==> src/rtl/cbpm_pkg.sv <==
package cbpm_pkg;

    localparam int CODE_W = 5;

    typedef enum logic [1:0] {
        H_EMPTY = 2'd0,
        H_ONE   = 2'd1,
        H_FULL  = 2'd2
    } hist_st_e;

    typedef enum logic {
        W_COUNT = 1'b0,
        W_SAT   = 1'b1
    } win_st_e;

    // Lowest tally that maps to code idx on the quasi-logarithmic scale
    function automatic int unsigned code_floor(input int unsigned idx);
        if (idx < 8)
            return idx;
        else if (idx < 17)
            return 8 + 2 * (idx - 8);
        else if (idx < 25)
            return 32 + 8 * (idx - 17);
        else
            return 128 + 64 * (idx - 25);
    endfunction

endpackage

==> src/rtl/cbpm_detect.sv <==
module cbpm_detect (
    input  logic clk,
    input  logic rst_n,
    input  logic bit_i,
    input  logic vld_i,
    output logic evt_o
);
    import cbpm_pkg::*;

    hist_st_e st, st_nxt;
    logic     h_new, h_old;

    // next-state logic
    always_comb begin
        st_nxt = st;
        unique case (st)
            H_EMPTY: if (vld_i) st_nxt = H_ONE;
            H_ONE:   if (vld_i) st_nxt = H_FULL;
            H_FULL:  st_nxt = H_FULL;
            default: st_nxt = H_EMPTY;
        endcase
    end

    // state register and two-deep history
    always_ff @(posedge clk or negedge rst_n) begin
        if (!rst_n) begin
            st    <= H_EMPTY;
            h_new <= 1'b0;
            h_old <= 1'b0;
        end else begin
            st <= st_nxt;
            if (vld_i) begin
                h_old <= h_new;
                h_new <= bit_i;
            end
        end
    end

    // output logic: event when the current bit completes a triple
    always_comb begin
        evt_o = 1'b0;
        unique case (st)
            H_EMPTY: evt_o = 1'b0;
            H_ONE:   evt_o = 1'b0;
            H_FULL:  evt_o = vld_i && (bit_i == h_new) && (h_new == h_old);
            default: evt_o = 1'b0;
        endcase
    end


    hist_idle_chk: assert property (@(posedge clk) disable iff (!rst_n)
        !vld_i |=> $stable({h_new, h_old}) && $stable(st));


    hist_fill_chk: assert property (@(posedge clk) disable iff (!rst_n)
        (st == H_ONE && vld_i) |=> (st == H_FULL));

endmodule

==> src/rtl/cbpm_code_map.sv <==
module cbpm_code_map #(
    parameter int CNT_W  = 10,
    parameter int CODE_W = 5
) (
    input  logic [CNT_W-1:0]  cnt_i,
    output logic [CODE_W-1:0] code_o
);
    localparam int NCODE = 2 ** CODE_W;

    logic [NCODE-2:0] ge;

    for (genvar k = 1; k < NCODE; k++) begin : g_thr
        localparam logic [CNT_W-1:0] THR = CNT_W'(cbpm_pkg::code_floor(k));
        assign ge[k-1] = (cnt_i >= THR);
    end

    // thermometer of passed thresholds, summed into the code
    always_comb begin
        code_o = '0;
        for (int k = 0; k < NCODE - 1; k++)
            code_o = code_o + CODE_W'(ge[k]);
    end

endmodule

==> src/rtl/cbpm_window.sv <==
module cbpm_window #(
    parameter int WIN_BITS = 1024,
    parameter int CNT_MAX  = 512,
    parameter int CODE_W   = 5
) (
    input  logic              clk,
    input  logic              rst_n,
    input  logic              vld_i,
    input  logic              evt_i,
    input  logic              clr_i,
    output logic [CODE_W-1:0] code_o,
    output logic              rdy_o
);
    import cbpm_pkg::*;

    localparam int POS_W = $clog2(WIN_BITS);
    localparam int CNT_W = $clog2(CNT_MAX + 1);
    localparam logic [POS_W-1:0] POS_LAST = POS_W'(WIN_BITS - 1);
    localparam logic [CNT_W-1:0] CNT_TOP  = CNT_W'(CNT_MAX);

    win_st_e           st, st_nxt;
    logic [POS_W-1:0]  pos, pos_nxt;
    logic [CNT_W-1:0]  cnt, cnt_fin, cnt_nxt;
    logic [CODE_W-1:0] code_fin;
    logic              win_end;

    assign win_end = vld_i && (pos == POS_LAST);

    // next-state logic
    always_comb begin
        st_nxt  = st;
        cnt_fin = cnt;
        unique case (st)
            W_COUNT: begin
                cnt_fin = cnt + CNT_W'(evt_i);
                if (cnt_fin == CNT_TOP)
                    st_nxt = W_SAT;
            end
            W_SAT: begin
                cnt_fin = CNT_TOP;
                st_nxt  = W_SAT;
            end
            default: st_nxt = W_COUNT;
        endcase
        cnt_nxt = cnt_fin;
        if (win_end) begin
            st_nxt  = W_COUNT;
            cnt_nxt = '0;
        end
        if (!vld_i)
            pos_nxt = pos;
        else if (win_end)
            pos_nxt = '0;
        else
            pos_nxt = pos + POS_W'(1);
    end

    cbpm_code_map #(
        .CNT_W  (CNT_W),
        .CODE_W (CODE_W)
    ) u_map (
        .cnt_i  (cnt_fin),
        .code_o (code_fin)
    );

    // state register
    always_ff @(posedge clk or negedge rst_n) begin
        if (!rst_n) begin
            st  <= W_COUNT;
            pos <= '0;
            cnt <= '0;
        end else begin
            st  <= st_nxt;
            pos <= pos_nxt;
            cnt <= cnt_nxt;
        end
    end

    // output registers
    always_ff @(posedge clk or negedge rst_n) begin
        if (!rst_n) begin
            code_o <= '0;
            rdy_o  <= 1'b0;
        end else begin
            if (win_end) begin
                code_o <= code_fin;
                rdy_o  <= 1'b1;
            end else if (clr_i) begin
                rdy_o  <= 1'b0;
            end
        end
    end


    cnt_le_max_chk: assert property (@(posedge clk) disable iff (!rst_n)
        cnt <= CNT_TOP);


    sat_hold_chk: assert property (@(posedge clk) disable iff (!rst_n)
        (st == W_SAT && !win_end) |=> (cnt == CNT_TOP));


    pos_wrap_chk: assert property (@(posedge clk) disable iff (!rst_n)
        win_end |=> (pos == '0) && (cnt == '0) && rdy_o);


    rdy_rise_chk: assert property (@(posedge clk) disable iff (!rst_n)
        $rose(rdy_o) |-> $past(win_end));


    rdy_clear_chk: assert property (@(posedge clk) disable iff (!rst_n)
        (clr_i && !win_end) |=> !rdy_o);


    code_hold_chk: assert property (@(posedge clk) disable iff (!rst_n)
        !win_end |=> $stable(code_o));

endmodule

==> src/rtl/cbit_power_meter.sv <==
module cbit_power_meter #(
    parameter int WIN_BITS = 1024,
    parameter int CNT_MAX  = 512,
    parameter int CODE_W   = cbpm_pkg::CODE_W
) (
    input  logic              clk,
    input  logic              rst_n,
    input  logic              enc_bit,
    input  logic              enc_vld,
    input  logic              rdy_clr,
    output logic [CODE_W-1:0] pwr_code,
    output logic              pwr_rdy
);
    logic evt;

    cbpm_detect u_det (
        .clk   (clk),
        .rst_n (rst_n),
        .bit_i (enc_bit),
        .vld_i (enc_vld),
        .evt_o (evt)
    );

    cbpm_window #(
        .WIN_BITS (WIN_BITS),
        .CNT_MAX  (CNT_MAX),
        .CODE_W   (CODE_W)
    ) u_win (
        .clk    (clk),
        .rst_n  (rst_n),
        .vld_i  (enc_vld),
        .evt_i  (evt),
        .clr_i  (rdy_clr),
        .code_o (pwr_code),
        .rdy_o  (pwr_rdy)
    );


    evt_needs_vld_chk: assert property (@(posedge clk) disable iff (!rst_n)
        evt |-> enc_vld);

endmodule

==> config.mk <==
export PLATFORM = sky130hd
export DESIGN_NAME = cbit_power_meter
export DESIGN_NICKNAME = d
export VERILOG_FILES = /design/src/rtl/cbpm_pkg.sv /design/src/rtl/cbpm_detect.sv /design/src/rtl/cbpm_code_map.sv /design/src/rtl/cbpm_window.sv /design/src/rtl/cbit_power_meter.sv
export SDC_FILE = /design/constraint.sdc
export NUM_CORES = 1
export LEC_CHECK = 0
export BUFFER_PORTS_ARGS = -buffer_cell sky130_fd_sc_hd__buf_2
export CAP_MARGIN = 20
export CORE_AREA = 10 10 93 95
export DETAILED_ROUTE_END_ITERATION = 16
export DIE_AREA = 0 0 103 105
export GPL_ROUTABILITY_DRIVEN = 1
export SLEW_MARGIN = 10
export SYNTH_ARGS = -nofsm -noshare
export SYNTH_HDL_FRONTEND = slang
export SYNTH_SLANG_ARGS = --single-unit
export TNS_END_PERCENT = 100
==> constraint.sdc <==
create_clock -name clk -period 12.3 [get_ports clk]
set_clock_uncertainty 0.05 [all_clocks]
set_input_delay 0.615 -clock clk [delete_from_list [all_inputs] [get_ports clk]]
set_output_delay 0.615 -clock clk [all_outputs]
set_load 0.05 [all_outputs]
Word level (Yosys, flattened, before mapping)

Index checks and enable logic that the tools add are counted.

Word-level logic and storage cells: 98
Output and inout bits: 6
Flip-flop bits (word level): 31

Muxes and demuxes: 12
Bitwise operators: 1
Equality and inequality tests: 8
Reduce and logical (&&, ||, !) cells: 6
Order comparisons: 31
Add/sub/neg operators: 32

Operators with widths:

| operator                                                            | number |
|---|---|
| adder 5 x 1 -> 5 bit                                                | 26 |
| greater-or-equal comparator 10 x 5 -> 1 bit (second input constant) | 5 |
| greater-or-equal comparator 10 x 3 -> 1 bit (second input constant) | 4 |
| greater-or-equal comparator 10 x 4 -> 1 bit (second input constant) | 4 |
| greater-or-equal comparator 10 x 6 -> 1 bit (second input constant) | 4 |
| greater-or-equal comparator 10 x 7 -> 1 bit (second input constant) | 4 |
| greater-or-equal comparator 10 x 9 -> 1 bit (second input constant) | 4 |
| == test 10 bit (second input constant)                              | 2 |
| greater-or-equal comparator 10 x 2 -> 1 bit (second input constant) | 2 |
| greater-or-equal comparator 10 x 8 -> 1 bit (second input constant) | 2 |
| two-way mux 10 bit                                                  | 2 |
| one-hot mux 10 bit (2 select lines)                                 | 1 |
| adder 10 x 1 -> 10 bit                                              | 1 |
| adder 10 x 1 -> 10 bit (second input constant)                      | 1 |
| greater-or-equal comparator 10 x 1 -> 1 bit (second input constant) | 1 |
| greater-or-equal comparator 10 bit (second input constant)          | 1 |
| one-hot mux 2 bit (3 select lines)                                  | 1 |
| adder 4 x 1 -> 5 bit                                                | 1 |
| two-way mux 1 bit                                                   | 5 |
| adder 3 x 1 -> 4 bit                                                | 1 |
| two-way mux 2 bit                                                   | 2 |
| != test 2 bit (second input constant)                               | 2 |
| adder 2 x 1 -> 3 bit                                                | 1 |
| logical AND 1 bit                                                   | 3 |
| 9 further kinds                                                     | 10 |

Logic depth before layout (Yosys ltp)

Gate-level depths: netlist of run 1.

Depth in word-level cells: 37
Depth in mapped cells: 28

By module

Synthesis of run 1 repeated with hierarchy kept, for this count alone.

Cells, all modules: 267
Area total of the unflattened synthesis: 2633.8 um^2

Modules (own cells, without submodules):

| module        | cells an instance | area each (um^2) | times used | seq. area each (um^2) |
|---|---|---|---|---|
| cbpm_window   | 131               | 1348.8           | 1          | 675.6 |
| cbpm_code_map | 117               | 1036.0           | 1          | 0.0 |
| cbpm_detect   | 19                | 249.0            | 1          | 100.1 |

Worst setup path after synthesis of run 1

OpenSTA, ideal clock, no wires.

Path kind: input -> register
From: in enc_vld
To: reg u_win.code_o[4]
Path slack: 5.138 ns
Library setup time: 0.135 ns
Stages on the path: 26
Arrival: 6.977 ns
Cells stage by stage: clkbuf_1 -> nand2_1 -> a21oi_1 -> ha_1 -> ha_1 -> nand4_4 -> o31a_1 -> a41o_1 -> and4_4 -> buf_6 -> a21boi_1 -> fa_1 -> inv_1 -> fa_1 -> fa_1 -> fa_1 -> inv_1 -> fa_1 -> fa_1 -> fa_1 -> inv_1 -> fa_1 -> a21o_1 -> a21oi_1 -> xor2_1 -> o21ai_0

Longest elaborated chain between the ends: 36

Ends and longest elaborated chain:

| element                                                                                                    | line                  | source |
|---|---|---|
| start: declaration                                                                                         | cbit_power_meter.sv:9 | `input logic enc_vld,` |
| logical AND 1 bit (2 in a row)                                                                             | cbpm_detect.sv:45     | `H_FULL: evt_o = vld_i && (bit_i == h_new) && (h_new == h_old);` |
| two-way mux 1 bit                                                                                          | cbpm_detect.sv:42     | `unique case (st)` |
| adder 10 x 1 -> 10 bit                                                                                     | cbpm_window.sv:35     | `cnt_fin = cnt + CNT_W'(evt_i);` |
| one-hot mux 10 bit (2 select lines)                                                                        | cbpm_window.sv:33     | `unique case (st)` |
| greater-or-equal comparator 10 x 1 -> 1 bit or greater-or-equal comparator 10 x 2 -> 1 bit (tied branches) | cbpm_code_map.sv:14   | `assign ge[k-1] = (cnt_i >= THR);` |
| adder 1 x 1 -> 2 bit                                                                                       | cbpm_code_map.sv:21   | `code_o = code_o + CODE_W'(ge[k]);` |
| adder 2 x 1 -> 3 bit                                                                                       | cbpm_code_map.sv:21   |  |
| adder 3 x 1 -> 4 bit                                                                                       | cbpm_code_map.sv:21   |  |
| adder 4 x 1 -> 5 bit                                                                                       | cbpm_code_map.sv:21   |  |
| adder 5 x 1 -> 5 bit (26 in a row)                                                                         | cbpm_code_map.sv:21   |  |
| end signal: assignment                                                                                     | cbpm_window.sv:86     | `code_o <= code_fin;` |
| end: declaration                                                                                           | cbpm_window.sv:11     | `output logic [CODE_W-1:0] code_o,` |

Several ways; a longest one is shown, not always the timed one.
A chain may end at the register's enable or synchronous reset.

Final worst setup path of run 1

From: reg u_det.h_old
To: reg u_win.code_o[4]

Longest elaborated chain between the ends: 36

Ends and longest elaborated chain:

| element                                                                                                    | line                | source |
|---|---|---|
| start: declaration                                                                                         | cbpm_detect.sv:11   | `logic h_new, h_old;` |
| start signal: assignment                                                                                   | cbpm_detect.sv:33   | `h_old <= h_new;` |
| == test 1 bit (*)                                                                                          | cbpm_detect.sv:45   |  |
| logical AND 1 bit (*)                                                                                      | cbpm_detect.sv:45   |  |
| two-way mux 1 bit (*)                                                                                      | cbpm_detect.sv:42   |  |
| adder 10 x 1 -> 10 bit (*)                                                                                 | cbpm_window.sv:35   |  |
| one-hot mux 10 bit (2 select lines) (*)                                                                    | cbpm_window.sv:33   |  |
| greater-or-equal comparator 10 x 1 -> 1 bit or greater-or-equal comparator 10 x 2 -> 1 bit (tied branches) | cbpm_code_map.sv:14 |  |
| adder 1 x 1 -> 2 bit                                                                                       | cbpm_code_map.sv:21 |  |
| adder 2 x 1 -> 3 bit                                                                                       | cbpm_code_map.sv:21 |  |
| adder 3 x 1 -> 4 bit                                                                                       | cbpm_code_map.sv:21 |  |
| adder 4 x 1 -> 5 bit                                                                                       | cbpm_code_map.sv:21 |  |
| adder 5 x 1 -> 5 bit (25 in a row)                                                                         | cbpm_code_map.sv:21 |  |
| adder 5 x 1 -> 5 bit (*)                                                                                   | cbpm_code_map.sv:21 |  |

Mark *: on every way between the ends. The rest lies on a longest branch, timed or not.

==> impl_metrics.ini, run 1 <==
[status]
outcome = completed

[cts]
tritoncts = yes
cts-root-buf = clkbuf_8
cts_buffers = 5
cts_max_level = 2
ctsResizeCount = 0
path_clk_slew_ns = 0.07
numClockSinks = 31
clock_path_buffers = 2
cts-hold-fix-buffers = 0
clk_latency_ns = 0.29
post_cts_buffers = 0

[setup_path]
crit_type = flop to flop
ff2ff_path_depth = 24
r2r-end = u_win.code_o[4]$_DFFE_PN0P_
critPathLaunchType = flop
critPathSlowestCell = fa_1
path_depth = 24
critPathArrivalTime_ns = 7.51
cpLargestDelayFamily = adder cells
cp-end-kind = flop
r2r_slack_ns = 4.90
rr_startpoint = u_det.h_old$_DFFE_PN0P_
crit_path_max_incr_delay_ns = 0.58
crit_buf_inv = 2
crit_required_ns = 12.41
critical_path.cell_chain = or3_1, a21oi_1, ha_1, ha_1, nand4_4, nor3_4, a41o_1, and4_4, and2_4, o21ai_0, fa_1, fa_1, fa_1, fa_1, inv_1, fa_1, fa_1, fa_1, inv_1, fa_1, a21o_1, a21oi_1, xor2_1, o21ai_0
crit_fanout = 11
cpMostUsedCell = fa_1

[pwr]
p_seq_share_pct = 48.4
vdd_ir_drop_max_mv = 0.0838
comb_power_share_pct = 12.5
pwr-share-clk_pct = 39.1
p_leak_nw = 1.30
swShare_pct = 26.3
p_per_area_nw_per_um2 = 89.6
switching_power_w = 0.0000677
p_int_w = 0.000189

[layout]
diodes = 0
num-nets-final = 336
drive_gt1_share_pct = 11.2
syn2layout_area_growth_pct = 8.16
final_cells = 375
final_cell_mix = 32 x inv_1, 31 x nand2_1, 31 x dfrtp_1
final_common_cell = inv_1

[placed_design]
place_congestion = 0.894
portBuffers = 10
dpl.hpwl_mm = 4.08
placedCellCount = 367

[drt]
drt_iter0_drc = 157
routedWlPerCell_um = 13.4
ant_nets = 0
via_per_inst = 5.17
vias = 1940
drc = 0
routed_wl_mm = 5.03
drt-pass1-iter-count = 4

[sta]
setup_viol = 0
period_minus_slack_ns = 7.40
drv_slew = 0
rsz0062_at_grt = no
tightest_slew_ns = 0.680
hold_viol_final = 0
relSlewSlack_pct = 54.7
totalNegativeSetupSlack_ns = 0
min_period_over_period_pct = 60.2
fmax_mhz = 135

[synth]
ys_seq_area_share_pct = 29.2
synth_area_um2 = 2650
syn_area_per_cell_um2 = 9.24
syn_nets = 329
synth-seq-cells = 31
synthDistinctLibCells = 49
synthArstFlopShare_pct = 100
synth_warnings = 0
synth_edf_count = 0
syn_inst = 287
synth_ff_type = dfrtp_1

[flow_run]
max_cap_violations = 0

[floorplan]
start_util_pct = 39.3
io-pin-count = 11
die_h_um = 105
core-area_um2 = 6760
die-area_um2 = 10800
dieWidth_um = 103
fp-row-count = 30

[global_route]
grt_max_degree = 32
grt_pass1_vias = 2075
antenna_found_initial = 0
overflow = 0
grt.total_usage_pct = 10.6
grt_pass1_wl_mm = 9.40

[hold_path]
hp-class = input port to async pin
## worst max-delay path by stage
stage | from | to | slack, ns
after floorplan | enc_vld | u_win.code_o[4]$_DFFE_PN0P_ | 5.14
after global placement | enc_bit | u_win.code_o[4]$_DFFE_PN0P_ | 4.64
after detailed placement | enc_bit | u_win.code_o[4]$_DFFE_PN0P_ | 4.55
after CTS | u_det.h_old$_DFFE_PN0P_ | u_win.code_o[4]$_DFFE_PN0P_ | 4.84
after global routing | u_det.h_old$_DFFE_PN0P_ | u_win.code_o[4]$_DFFE_PN0P_ | 4.49
final | u_det.h_old$_DFFE_PN0P_ | u_win.code_o[4]$_DFFE_PN0P_ | 4.90
## stage by stage
step           hold slack, ns  setup slack [ns]  power, W  util [%]  instance area [um^2]
2_1_floorplan           0.269              5.14  0.000150         -                  2650
3_3_place_gp            0.412              4.64  0.000158      40.8                  2760
3_5_place_dp            0.409              4.55  0.000159      40.8                  2760
4_1_cts                 0.335              4.84  0.000261      42.5                  2870
5_1_grt                 0.358              4.49  0.000275      42.5                  2870
6_report                0.310              4.90  0.000257      42.5                  2870
## cells by family (layout without fill, tap and decap cells)
| logic type | count (synthesis) | after routing | synth area share [%] |
|---|---|---|---|
| flip-flops | 31 | 31 | 29.2 |
| adder cells (fa/ha/maj) | 37 | 37 | 24.0 |
| AND/OR/NAND/NOR | 108 | 108 | 21.7 |
| buffers and inverters | 42 | 50 | 6.27 |
| multiplexers | 4 | 4 | 1.60 |
| AO/OA/AOI/OAI | 45 | 45 | 10.3 |
| XOR/XNOR | 20 | 20 | 6.89 |
## power by group through the flow
stage                     Sequential (W)  Clock, W  Combinational [W]
final                           0.000124  0.000101          0.0000322
after global routing            0.000126  0.000108          0.0000406
after CTS                       0.000124  0.000103          0.0000332
after detailed placement        0.000126         0          0.0000334
after global placement          0.000126         0          0.0000321
after floorplan                 0.000124         0          0.0000259
## cell type report
class	count	area, um^2
fillers	682	3890
multi-input cells	214	1710
flip-flops and latches	31	776
inverters	32	120
well taps	80	100
clock buffers	5	68.8
repair buffers	10	50.0
clock inverters	3	43.8
## metal layers
metal  part of all wire (%)  GRT usage (%)  up-vias
met5                      0              0        -
met4                    2.4           4.37        0
met3                    3.1           1.91       10
met2                     46           16.5       36
met1                     48           13.9      923
li1                       -              -      971
## Yosys cell counts (all sizes together), types with 2 or more instances
| cell type | n | area [um^2] |
|---|---|---|
| a21oi | 5 | 25.0 |
| xnor2 | 15 | 139 |
| a31oi | 2 | 12.5 |
| a21o | 5 | 37.5 |
| nand2 | 34 | 140 |
| mux2i | 2 | 20.0 |
| nand3 | 10 | 50.1 |
| dfrtp | 31 | 776 |
| nor3 | 9 | 56.3 |
| and3 | 9 | 56.3 |
| o21ai | 22 | 110 |
| or2 | 3 | 18.8 |
| clkbuf | 8 | 30.0 |
| and2 | 5 | 33.8 |
| and4 | 3 | 28.8 |
| o21a | 3 | 22.5 |
| xor2 | 5 | 43.8 |
| nor2 | 20 | 75.1 |
| ha | 14 | 175 |
| nand4 | 6 | 52.6 |
| fa | 23 | 460 |
| or3 | 2 | 12.5 |
| inv | 32 | 120 |
| buf | 2 | 16.3 |
| mux2 | 2 | 22.5 |
## sequential cells by signal (all words and copies together) (netlist names)
signal        count
u_det.h_new       1
u_det.h_old       1
u_det.st          2
u_win.cnt        10
u_win.code_o      5
u_win.pos        10
u_win.rdy_o       1
u_win.st          1
Note: power is estimated with default switching activity, not from simulation.
==> run 2, diff against run 1 <==
ABC_AREA = 1   (was not set)
clock period = 6.6 ns   (was 12.3 ns; I/O delays follow)
==> run 2 against run 1 <==
Against the previous run: core utilization up 6.4 points; combinational power rose to 2.9 times the previous value; worst setup slack worse by 4.7 ns.
==> impl_metrics.ini, run 2 <==
[global_route]
grt_max_degree = 32
grt.total_usage_pct = 11.0
grt_pass1_wl_mm = 9.84
antenna_found_initial = 0
overflow = 0
grt_pass1_vias = 2146

[sta]
setup_ws_ns = 0.214
totalNegativeSetupSlack_ns = 0
drv_slew = 0
setup_viol = 0
fmax_mhz = 157
period_minus_slack_ns = 6.39
hold_ws_ns = 0.0307
min_period_over_period_pct = 96.8
rsz0062_at_grt = yes
tightest_slew_ns = 0.942
hold_viol_final = 0
relSlewSlack_pct = 36.9

[setup_path]
critPathLaunchType = flop
cp-end-kind = flop
cpLargestDelayFamily = adder cells
crit_required_ns = 6.71
crit_buf_inv = 5
crit_fanout = 5
critPathArrivalTime_ns = 6.49
crit_type = flop to flop
critPathSlowestCell = fa_1
cpMostUsedCell = fa_1
crit_path_max_incr_delay_ns = 0.57

[floorplan]
io-pin-count = 11
core-area_um2 = 6760
dieWidth_um = 103
fp-row-count = 30
start_util_pct = 39.1
die_h_um = 105
die-area_um2 = 10800

[synth]
synth_most_common_cell = nand2_1
synth-seq-cells = 31
synth_commonest_cells = 67 x nand2_1, 56 x inv_1, 42 x nor2_1, 31 x dfrtp_1, 23 x fa_1
post-synth-top-area-cell = dfrtp_1
syn_nets = 377
synth_top_area_share_pct = 29.4
synth_area_um2 = 2640
syn_inst = 335
synth_edf_count = 0
synth_area_leaders = dfrtp_1 29%, fa_1 17%, nand2_1 9.5%
ys_seq_area_share_pct = 29.4
synthDistinctLibCells = 29
synth_warnings = 0
synthArstFlopShare_pct = 100
syn_area_per_cell_um2 = 7.89
synth_ff_type = dfrtp_1

[layout]
num-nets-final = 419
drive_gt1_share_pct = 29.9
final_cell_area_um2 = 3300
final_cells = 458
diodes = 0
final_cell_mix = 55 x nand2_1, 49 x inv_1, 35 x nor2_1
top_regs = u_win.cnt: 10 flops, u_win.pos: 10 flops, u_win.code_o: 5 flops
final_common_cell = nand2_1
syn2layout_area_growth_pct = 25.0
nFillCells = 669

[pwr]
vdd_ir_drop_max_mv = 0.151
p_leak_nw = 1.65
p_per_area_nw_per_um2 = 159

[drt]
dr_wl_met2_mm = 2.98
routed_wl_mm = 6.01
drt-met1-wl_mm = 2.72
via_per_inst = 4.84
drc = 0
top_layer = met4
drt_iter0_drc = 146
drt-pass1-iter-count = 4
vias = 2218
met3WireLength_um = 161
routedWlPerCell_um = 13.1
ant_nets = 0

[hold_path]
hp-class = input port to async pin

[cts]
clock_path_buffers = 2
cts_max_level = 2
path_clk_slew_ns = 0.08
tritoncts = yes
cts_buffers = 5
clk_latency_ns = 0.28
cts-root-buf = clkbuf_8
numClockSinks = 31

[placed_design]
pre_cts_slack_ns = -0.0447
dpl.hpwl_mm = 4.55
portBuffers = 10
placedCellCount = 438
postPlaceCellArea_um2 = 2890
place_congestion = 0.848

[status]
outcome = completed

[flow_run]
max_cap_violations = 0
==> run 2: cell types whose count changed after synthesis, moves of 4 or more <==
cell and change:
and2_1 -4, clkbuf_1 -6, inv_2 +5, nor2_2 +5
nand3_1 +11, o21ai_0 -4, inv_1 +24, xnor2_1 -8
a21o_1 -5, nand2_1 +36, nor2_1 +22, nand2_2 +8
and3_1 -9
==> run 2: kinds of logic (layout without fill, tap and decap cells) <==
kind of cell | count (synthesis) | after routing | share of synthesized area, %
simple gates | 167 | 168 | 28.8
xor+xnor | 8 | 8 | 2.65
buf+inv | 65 | 107 | 9.66
fa+ha+maj | 37 | 37 | 24.1
flops | 31 | 31 | 29.4
compound gates | 27 | 27 | 5.49
==> run 2: what timing repair did <==
action,4_1_cts,5_1_grt
hold buffers,0,0
resized for setup,2,60
setup buffers,1,10
pin swaps,1,37
cloned,1,0
endpoints found under the setup margin,3,4
==> run 2: worst register-to-register path: cells and delay by family (launching register included) <==
kind / cells / cell delay, ns
AND/OR/NAND/NOR: 12 / 1.16
flip-flops: 1 / 0.40
buffers and inverters: 5 / 0.26
AO/OA/AOI/OAI: 2 / 0.15
XOR/XNOR: 1 / 0.15
adder cells (fa/ha/maj): 11 / 4.10
==> run 2: area by class of cell <==
type                            instances  area, um^2  share of cell area (%)
Clock buffer                            5        68.8                    2.08
Clock inverter                          3        43.8                    1.33
Inverter                               61         229                    6.93
Multi-Input combinational cell        240        1810                    54.9
Sequential cell                        31         776                    23.5
Tap cell                               80         100                    3.03
Timing Repair Buffer                   38         272                    8.22
==> run 2: worst paths after layout <==
check,start,end,slack [ns],depth (start not counted)
setup reg to reg,u_det.st[0]$_DFFE_PN0P_,u_win.code_o[4]$_DFFE_PN0P_,0.21,31
hold / removal,rst_n,u_win.pos[9]$_DFFE_PN0P_,0.03,1
setup / recovery,u_det.st[0]$_DFFE_PN0P_,u_win.code_o[4]$_DFFE_PN0P_,0.21,31
min in group clk,rdy_clr,u_win.rdy_o$_DFFE_PN0P_,0.20,2
hold reg to reg,u_win.code_o[3]$_DFFE_PN0P_,u_win.code_o[3]$_DFFE_PN0P_,0.45,2
max in group asynchronous,rst_n,u_det.h_old$_DFFE_PN0P_,6.01,1
==> run 2: metrics by stage <==
| step | power (W) | utilization [%] |
|---|---|---|
| floorplan | 0.000305 | - |
| global placement | 0.000329 | 42.8 |
| detailed placement | 0.000335 | 42.8 |
| CTS | 0.000523 | 44.8 |
| global route | 0.000560 | 48.9 |
| finish | 0.000524 | 48.9 |
==> run 2: metal layers <==
metal / up-vias / global-route usage (%)
li1: 1120 / -
met1: 1039 / 15.1
met2: 45 / 17.2
met3: 14 / 1.52
met4: 0 / 3.98
met5: - / 0
==> run 2: power breakdown <==
| group | switching (W) | total (W) | leakage (nW) | internal, W |
|---|---|---|---|---|
| Clock | 0.0000746 | 0.000187 | 0.0581 | 0.000112 |
| Combinational | 0.0000543 | 0.0000928 | 1.19 | 0.0000385 |
| Sequential | 0.0000260 | 0.000244 | 0.400 | 0.000218 |
| Total | 0.000155 | 0.000524 | 1.65 | 0.000369 |
